File: src/rtl/nmi_pkg.sv
package nmi_pkg;

  localparam int MODE_W = 2;

  typedef enum logic [MODE_W-1:0] {
    TRIG_LVL_LO    = 2'd0,
    TRIG_EDGE_FALL = 2'd1,
    TRIG_LVL_HI    = 2'd2,
    TRIG_EDGE_RISE = 2'd3
  } trig_mode_e;

  // Detection condition for one cycle, given the synchronised sample and the sample one cycle older.
  function automatic logic trig_hit(trig_mode_e m, logic cur, logic prev);
    logic h;
    case (m)
      TRIG_LVL_LO:    h = ~cur;
      TRIG_EDGE_FALL: h = prev & ~cur;
      TRIG_LVL_HI:    h = cur;
      default:        h = cur & ~prev;
    endcase
    return h;
  endfunction

  // Next latch state: a detection dominates a clear.
  function automatic logic latch_next(logic q, logic set, logic clr);
    return set | (q & ~clr);
  endfunction

endpackage

File: src/rtl/nmi_sync.sv
module nmi_sync #(
  parameter int STAGES = 2
) (
  input  logic clk,
  input  logic rst_n,
  input  logic d,
  output logic q
);
  logic [STAGES-1:0] chain_q;

  always_ff @(posedge clk or negedge rst_n) begin
    if (!rst_n) chain_q <= '0;
    else        chain_q <= {chain_q[STAGES-2:0], d};
  end

  assign q = chain_q[STAGES-1];
endmodule

File: src/rtl/nmi_detect.sv
module nmi_detect
  import nmi_pkg::*;
(
  input  logic       clk,
  input  logic       rst_n,
  input  logic       sync_in,
  input  trig_mode_e mode,
  output logic       hit
);
  logic prev_q;

  always_ff @(posedge clk or negedge rst_n) begin
    if (!rst_n) prev_q <= 1'b0;
    else        prev_q <= sync_in;
  end

  assign hit = trig_hit(mode, sync_in, prev_q);
endmodule

File: src/rtl/nmi_latch.sv
module nmi_latch
  import nmi_pkg::*;
(
  input  logic clk,
  input  logic rst_n,
  input  logic set,
  input  logic clr,
  output logic q
);
  always_ff @(posedge clk or negedge rst_n) begin
    if (!rst_n) q <= 1'b0;
    else        q <= latch_next(q, set, clr);
  end
endmodule

File: src/rtl/nmi_regs.sv
module nmi_regs
  import nmi_pkg::*;
#(
  parameter int              ADDR_W   = 8,
  parameter int              DATA_W   = 32,
  parameter logic [ADDR_W-1:0] MODE_OFS = 8'h0c,
  parameter logic [ADDR_W-1:0] PEND_OFS = 8'h10,
  parameter logic [ADDR_W-1:0] EN_OFS   = 8'h40
) (
  input  logic              clk,
  input  logic              rst_n,
  input  logic              wr_en,
  input  logic [ADDR_W-1:0] wr_addr,
  input  logic [DATA_W-1:0] wr_data,
  input  logic [ADDR_W-1:0] rd_addr,
  input  logic              latch_q,
  output trig_mode_e        mode_q,
  output logic              en_q,
  output logic              mode_wr,
  output logic              clr_evt,
  output logic [DATA_W-1:0] rd_data
);
  logic en_wr;
  logic unused_wr_hi;

  assign mode_wr = wr_en && (wr_addr == MODE_OFS);
  assign en_wr   = wr_en && (wr_addr == EN_OFS);
  assign clr_evt = wr_en && (wr_addr == PEND_OFS) && wr_data[0];
  assign unused_wr_hi = ^wr_data[DATA_W-1:MODE_W];

  always_ff @(posedge clk or negedge rst_n) begin
    if (!rst_n) begin
      mode_q <= TRIG_LVL_LO;
      en_q   <= 1'b0;
    end else begin
      if (mode_wr) mode_q <= trig_mode_e'(wr_data[MODE_W-1:0]);
      if (en_wr)   en_q   <= wr_data[0];
    end
  end

  always_comb begin
    rd_data = '0;
    if (rd_addr == MODE_OFS)      rd_data[MODE_W-1:0] = mode_q;
    else if (rd_addr == PEND_OFS) rd_data[0] = latch_q & en_q;
    else if (rd_addr == EN_OFS)   rd_data[0] = en_q;
  end
endmodule

File: src/rtl/nmi_trigger_latch.sv
module nmi_trigger_latch
  import nmi_pkg::*;
#(
  parameter int ADDR_W      = 8,
  parameter int DATA_W      = 32,
  parameter int SYNC_STAGES = 2
) (
  input  logic              clk,
  input  logic              rst_n,
  input  logic              nmi_pad,
  input  logic              wr_en,
  input  logic [ADDR_W-1:0] wr_addr,
  input  logic [DATA_W-1:0] wr_data,
  input  logic [ADDR_W-1:0] rd_addr,
  output logic [DATA_W-1:0] rd_data,
  output logic              irq_req
);
  // Named internal events, visible to the bound checker.
  logic       pad_sync;
  logic       set_evt;
  logic       clr_evt;
  logic       mode_wr;
  logic       en_q;
  trig_mode_e mode_q;

  nmi_sync #(.STAGES(SYNC_STAGES)) u_sync (
    .clk(clk), .rst_n(rst_n), .d(nmi_pad), .q(pad_sync)
  );

  nmi_detect u_detect (
    .clk(clk), .rst_n(rst_n), .sync_in(pad_sync), .mode(mode_q), .hit(set_evt)
  );

  nmi_latch u_latch (
    .clk(clk), .rst_n(rst_n), .set(set_evt), .clr(clr_evt), .q(irq_req)
  );

  nmi_regs #(.ADDR_W(ADDR_W), .DATA_W(DATA_W)) u_regs (
    .clk(clk), .rst_n(rst_n), .wr_en(wr_en), .wr_addr(wr_addr), .wr_data(wr_data),
    .rd_addr(rd_addr), .latch_q(irq_req), .mode_q(mode_q), .en_q(en_q),
    .mode_wr(mode_wr), .clr_evt(clr_evt), .rd_data(rd_data)
  );
endmodule

File: config.mk
export PLATFORM = sky130hd
export DESIGN_NAME = nmi_trigger_latch
export DESIGN_NICKNAME = d
export VERILOG_FILES = /design/src/rtl/nmi_pkg.sv /design/src/rtl/nmi_sync.sv /design/src/rtl/nmi_detect.sv /design/src/rtl/nmi_latch.sv /design/src/rtl/nmi_regs.sv /design/src/rtl/nmi_trigger_latch.sv
export SDC_FILE = /design/constraint.sdc
export NUM_CORES = 1
export LEC_CHECK = 0
export ABC_AREA = 1
export CAP_MARGIN = 40
export CORE_ASPECT_RATIO = 1.25
export CORE_MARGIN = 5
export CORE_UTILIZATION = 29
export CTS_BUF_LIST = sky130_fd_sc_hd__clkbuf_8
export CTS_CLUSTER_SIZE = 10
export DETAILED_ROUTE_END_ITERATION = 6
export GPL_ROUTABILITY_DRIVEN = 0
export GPL_TIMING_DRIVEN = 1
export HOLD_SLACK_MARGIN = 0.08
export PLACE_DENSITY = 0.84
export SETUP_SLACK_MARGIN = 0.4
export SYNTH_ARGS = -nofsm -noshare
export SYNTH_HDL_FRONTEND = slang
export SYNTH_SLANG_ARGS = --single-unit
export TNS_END_PERCENT = 1
File: constraint.sdc
create_clock -name clk -period 2.1 [get_ports clk]
set_input_delay 0.42 -clock clk [delete_from_list [all_inputs] [get_ports clk]]
set_output_delay 0.42 -clock clk [all_outputs]
set_load 0.02 [all_outputs]
== Word level (Yosys, flattened, before mapping) ==
Cells that the tools add are included.
Word-level totals
  register bits: 7
  input bits: 52
  output and inout bits: 33
Operators by class
  eq/ne operators: 8
  muxes and demuxes: 5
  bitwise operators: 8
  reductions and logical operators: 5
Operators by type and width (number)
  $eq A8 B4 Y1 const B: 2
  $eq A8 B5 Y1 const B: 2
  $eq A8 B7 Y1 const B: 2
  $and A1 B1 Y1: 4
  $logic_and A1 B1 Y1: 4
  $mux W1: 4
  $not A1 Y1: 3
  $pmux W1 S3: 1
  $eq A2 B1 Y1 const B: 1
  $eq A2 B2 Y1 const B: 1
  $logic_not A2 Y1: 1
  $or A1 B1 Y1: 1

== Logic depth before layout (Yosys ltp) ==
  word-level depth: 6
  depth in mapped cells: 6
  gate-level depth less buffers: 6

== Cells and area by module ==
From an unflattened synthesis, not the netlist that was laid out.
Unflattened totals
  cell total of the unflattened synthesis: 105
  area total of the unflattened synthesis: 696.9 um^2
Modules (own cells, without submodules)
  nmi_regs: times used 1, cells an instance 88, area an instance 548.0 um^2, seq. area each 75.1 um^2
  nmi_detect: times used 1, cells an instance 10, area an instance 58.8 um^2, seq. area each 25.0 um^2
  nmi_sync: times used 1, cells an instance 2, area an instance 50.0 um^2, seq. area each 50.0 um^2
  nmi_latch: times used 1, cells an instance 5, area an instance 40.0 um^2, seq. area each 25.0 um^2

== Least setup slack after synthesis ==
Ideal clock, no wire load.
  path type: input -> output
  start point: input port rd_addr[0]
  end point: output port rd_data[1]
  data arrival time: 1.028 ns
  data required time: 1.680 ns
  setup slack: 0.652 ns
  stages: 5
  path buffers: 0
  cells stage by stage: inv_1 > nand2_1 > nor3_1 > nand2_1 > nor2_1
On the way
  longest elaborated chain between the ends: 2
Ends and longest elaborated chain
  start, declared: line nmi_trigger_latch.sv:14  | input logic [ADDR_W-1:0] rd_addr,
  $eq A8 B4 Y1: line nmi_regs.sv:43  | if (rd_addr == MODE_OFS) rd_data[MODE_W-1:0] = mode_q;
  $mux W1: line nmi_regs.sv:43
  end, declared: line nmi_trigger_latch.sv:15  | output logic [DATA_W-1:0] rd_data,
Every way passes these cells.

== Worst setup path in the final report ==
  start point: register u_latch.q
  end point: output port irq_req
RTL lines
  start, declared: line nmi_latch.sv:8  | output logic q
  start signal, assigned: line nmi_latch.sv:12  | else q <= latch_next(q, set, clr);
  end, declared: line nmi_trigger_latch.sv:16  | output logic irq_req
No word-level cell between the ends.

==> flow_metrics.env <==
export IMPL_fmax_mhz=616
export IMPL_reg2reg_depth=5
export IMPL_antenna_found_initial=0
export IMPL_numPortBuffers=24
export IMPL_routed_wl_mm=1.32
export IMPL_skew_ns=0.000665
export IMPL_whs_path_depth=0
export IMPL_cts_sink_count=7
export IMPL_ys_warn_count=0
export IMPL_cap_violations=0
export IMPL_setup_viol=0
export IMPL_critPathRequiredTime_ns=1.68
export IMPL_min_path_type="reg2reg"
export IMPL_crit_family="buffers and inverters"
export IMPL_fp_row_count=19
export IMPL_final_common_cell="conb_1"
export IMPL_vdd_drop_max_mv=0.185
export IMPL_syn_area_um2=692
export IMPL_die_area_mm2=0.00347
export IMPL_n_fill_cell=248
export IMPL_setup_tns_ns=0
export IMPL_timing_rr_end="u_latch.q"
export IMPL_grt_max_degree=8
export IMPL_leakage_nw=0.473
export IMPL_io_pins=85
export IMPL_cp_end_kind="output pin"
export IMPL_drtAntennaViolNets=0
export IMPL_ys_ff_latch=7
export IMPL_rrSetupSlack_ns=1.25
export IMPL_r2r_start="u_regs.mode_q[0]"
export IMPL_vias=587
export IMPL_clockRootBuffer="clkbuf_8"
export IMPL_hold_viol=0
export IMPL_ys_seq_area_share_pct=25.3
export IMPL_grt_setup_unrepaired="no"
export IMPL_grt_pass1_wl_mm=1.98
export IMPL_hold_path_startpoint="u_sync.chain_q[0]"
export IMPL_grtUsageTotal_pct=7.94
export IMPL_vias_per_cell=3.67
export IMPL_synth_top_area_share_pct=32.5
export IMPL_cts_reportedPaths_clkPinSlew_ns=0.04
export IMPL_cts_buffers_inserted=3
export IMPL_path_cells="clkdlybuf4s50_1"
export IMPL_drt_pass1_iter_count=4
export IMPL_hpwl_mm=1.17
export IMPL_startpoint_type="flop"
export IMPL_htree_levels=1
export IMPL_synth_area_per_cell_um2=6.78
export IMPL_ctsLongestPathBuffers=2
export IMPL_status="finished clean"
export IMPL_grt_overflow_total=0
export IMPL_place_inst=156
export IMPL_cts_tree="built"
export IMPL_stdcell_count=160
export IMPL_synth_cell_types=15
export IMPL_crit_fanout=3
export IMPL_fin_crit_sh_pct=77.3
export IMPL_clock_latency_ns=0.22
export IMPL_fp_dieH_um=64.6
export IMPL_cellPowerDensity_mw_per_mm2=484
export IMPL_cts_setup_buffers=0
export IMPL_grt_pass1_vias=544
export IMPL_postSynthCellCount=102
export IMPL_drive_gt1_share_pct=10.9
export IMPL_worst_setup_path_type="reg2out"
export IMPL_crit_buf_inv=1
export IMPL_drc_errors=0
export IMPL_worst_slack_ns=0.476
export IMPL_hold_end="u_sync.chain_q[1]"
export IMPL_layout_cells_most_common_list="conb_1 (30), nand2_1 (21), clkdlybuf4s50_1 (14)"
export IMPL_num_antenna_cells=0
export IMPL_coreArea_mm2=0.00223
export IMPL_slowest_delay_ns=0.61
export IMPL_critPathLaunch="u_latch.q"
export IMPL_yosys_top_cells_area="buf_4 (33%), dfrtp_1 (25%), nand2_1 (12%)"
export IMPL_dpl_worst_slack_ns=-0.257
export IMPL_wl_per_cell_um=8.26
export IMPL_drt_iter0_drc=3
export IMPL_initial_utilization_pct=31.0
export IMPL_synth_area_leader_cell="buf_4"
export IMPL_die_x_um=53.7
export IMPL_fin_nets=182
export IMPL_period_needed_ns=1.62
export IMPL_cp_arrival_ns=1.20
export IMPL_cpMaxStageDelayCell="clkdlybuf4s50_1"
export IMPL_slew_viol_final=0
export IMPL_areaGrowthSynthToFinish_pct=32.0
-- cell usage after synthesis, drive strengths merged --
cell     n
dfrtp    7
o21bai   1
nand2   23
o21ai    2
nor2    14
nor2b    1
nand3    9
buf     30
conb     1
nor3     2
inv     12
-- how the worst max path moves through the flow --
stage | endpoint | depth (start not counted)
2_1_floorplan | rd_data[1] | 5
3_3_place_gp | rd_data[1] | 6
3_5_place_dp | rd_data[1] | 6
4_1_cts | rd_data[1] | 7
5_1_grt | rd_data[1] | 5
6_report | irq_req | 1
-- power by group --
group / switching (mW) / leakage (nW) / internal, mW / total (mW)
sequential: 0.00381 / 0.0851 / 0.141 / 0.145
clock: 0.0527 / 0.0269 / 0.126 / 0.178
combinational: 0.0777 / 0.361 / 0.0405 / 0.118
total: 0.134 / 0.473 / 0.308 / 0.442
-- what timing repair did --
action,CTS,global route
resized for setup,22,5
hold buffers,0,0
endpoints found under the setup margin,2,2
pin swaps,7,4
endpoints found under the hold margin,0,0
-- per-stage QoR --
step / total power, mW / hold slack, ns / cell area (µm²) / utilization (%)
final: 0.442 / 0.350 / 913 / 40.9
after global placement: 0.263 / 0.336 / 855 / 38.2
after floorplan: 0.257 / 0.124 / 801 / -
after global routing: 0.471 / 0.358 / 913 / 40.9
after detailed placement: 0.265 / 0.345 / 855 / 38.2
after CTS: 0.444 / 0.353 / 901 / 40.3
-- sequential cells by signal, indices dropped and copies added (netlist names) --
name / flops
u_regs.mode_q: 2
u_sync.chain_q: 2
u_detect.prev_q: 1
u_latch.q: 1
u_regs.en_q: 1
-- kinds of logic after synthesis --
| family | count (synthesis) | share of synthesized area [%] |
|---|---|---|
| compound gates | 3 | 2.53 |
| flops | 7 | 25.3 |
| buf+inv | 42 | 39.1 |
| simple gates | 49 | 32.6 |
| other cells | 1 | 0.542 |
-- area by class of cell --
type                       count  area [µm²]  area share [%]
multi-input combinational     82         377            41.2
timing repair buffer          24         233            25.5
sequential                     7         175            19.2
inverter                      12        45.0            4.93
clock buffer                   3        41.3            4.52
tap                           31        38.8            4.25
clock inverter                 1        3.75           0.411
-- layer usage --
metal  wire (µm)  part of all wire [%]  GRT usage [%]
met5           0                     0              0
met4          29                   2.2           7.67
met2         644                    49           12.1
met1         461                    35           8.18
met3         186                    14           2.52
No activity file was read; power rests on OpenSTA's default activity.
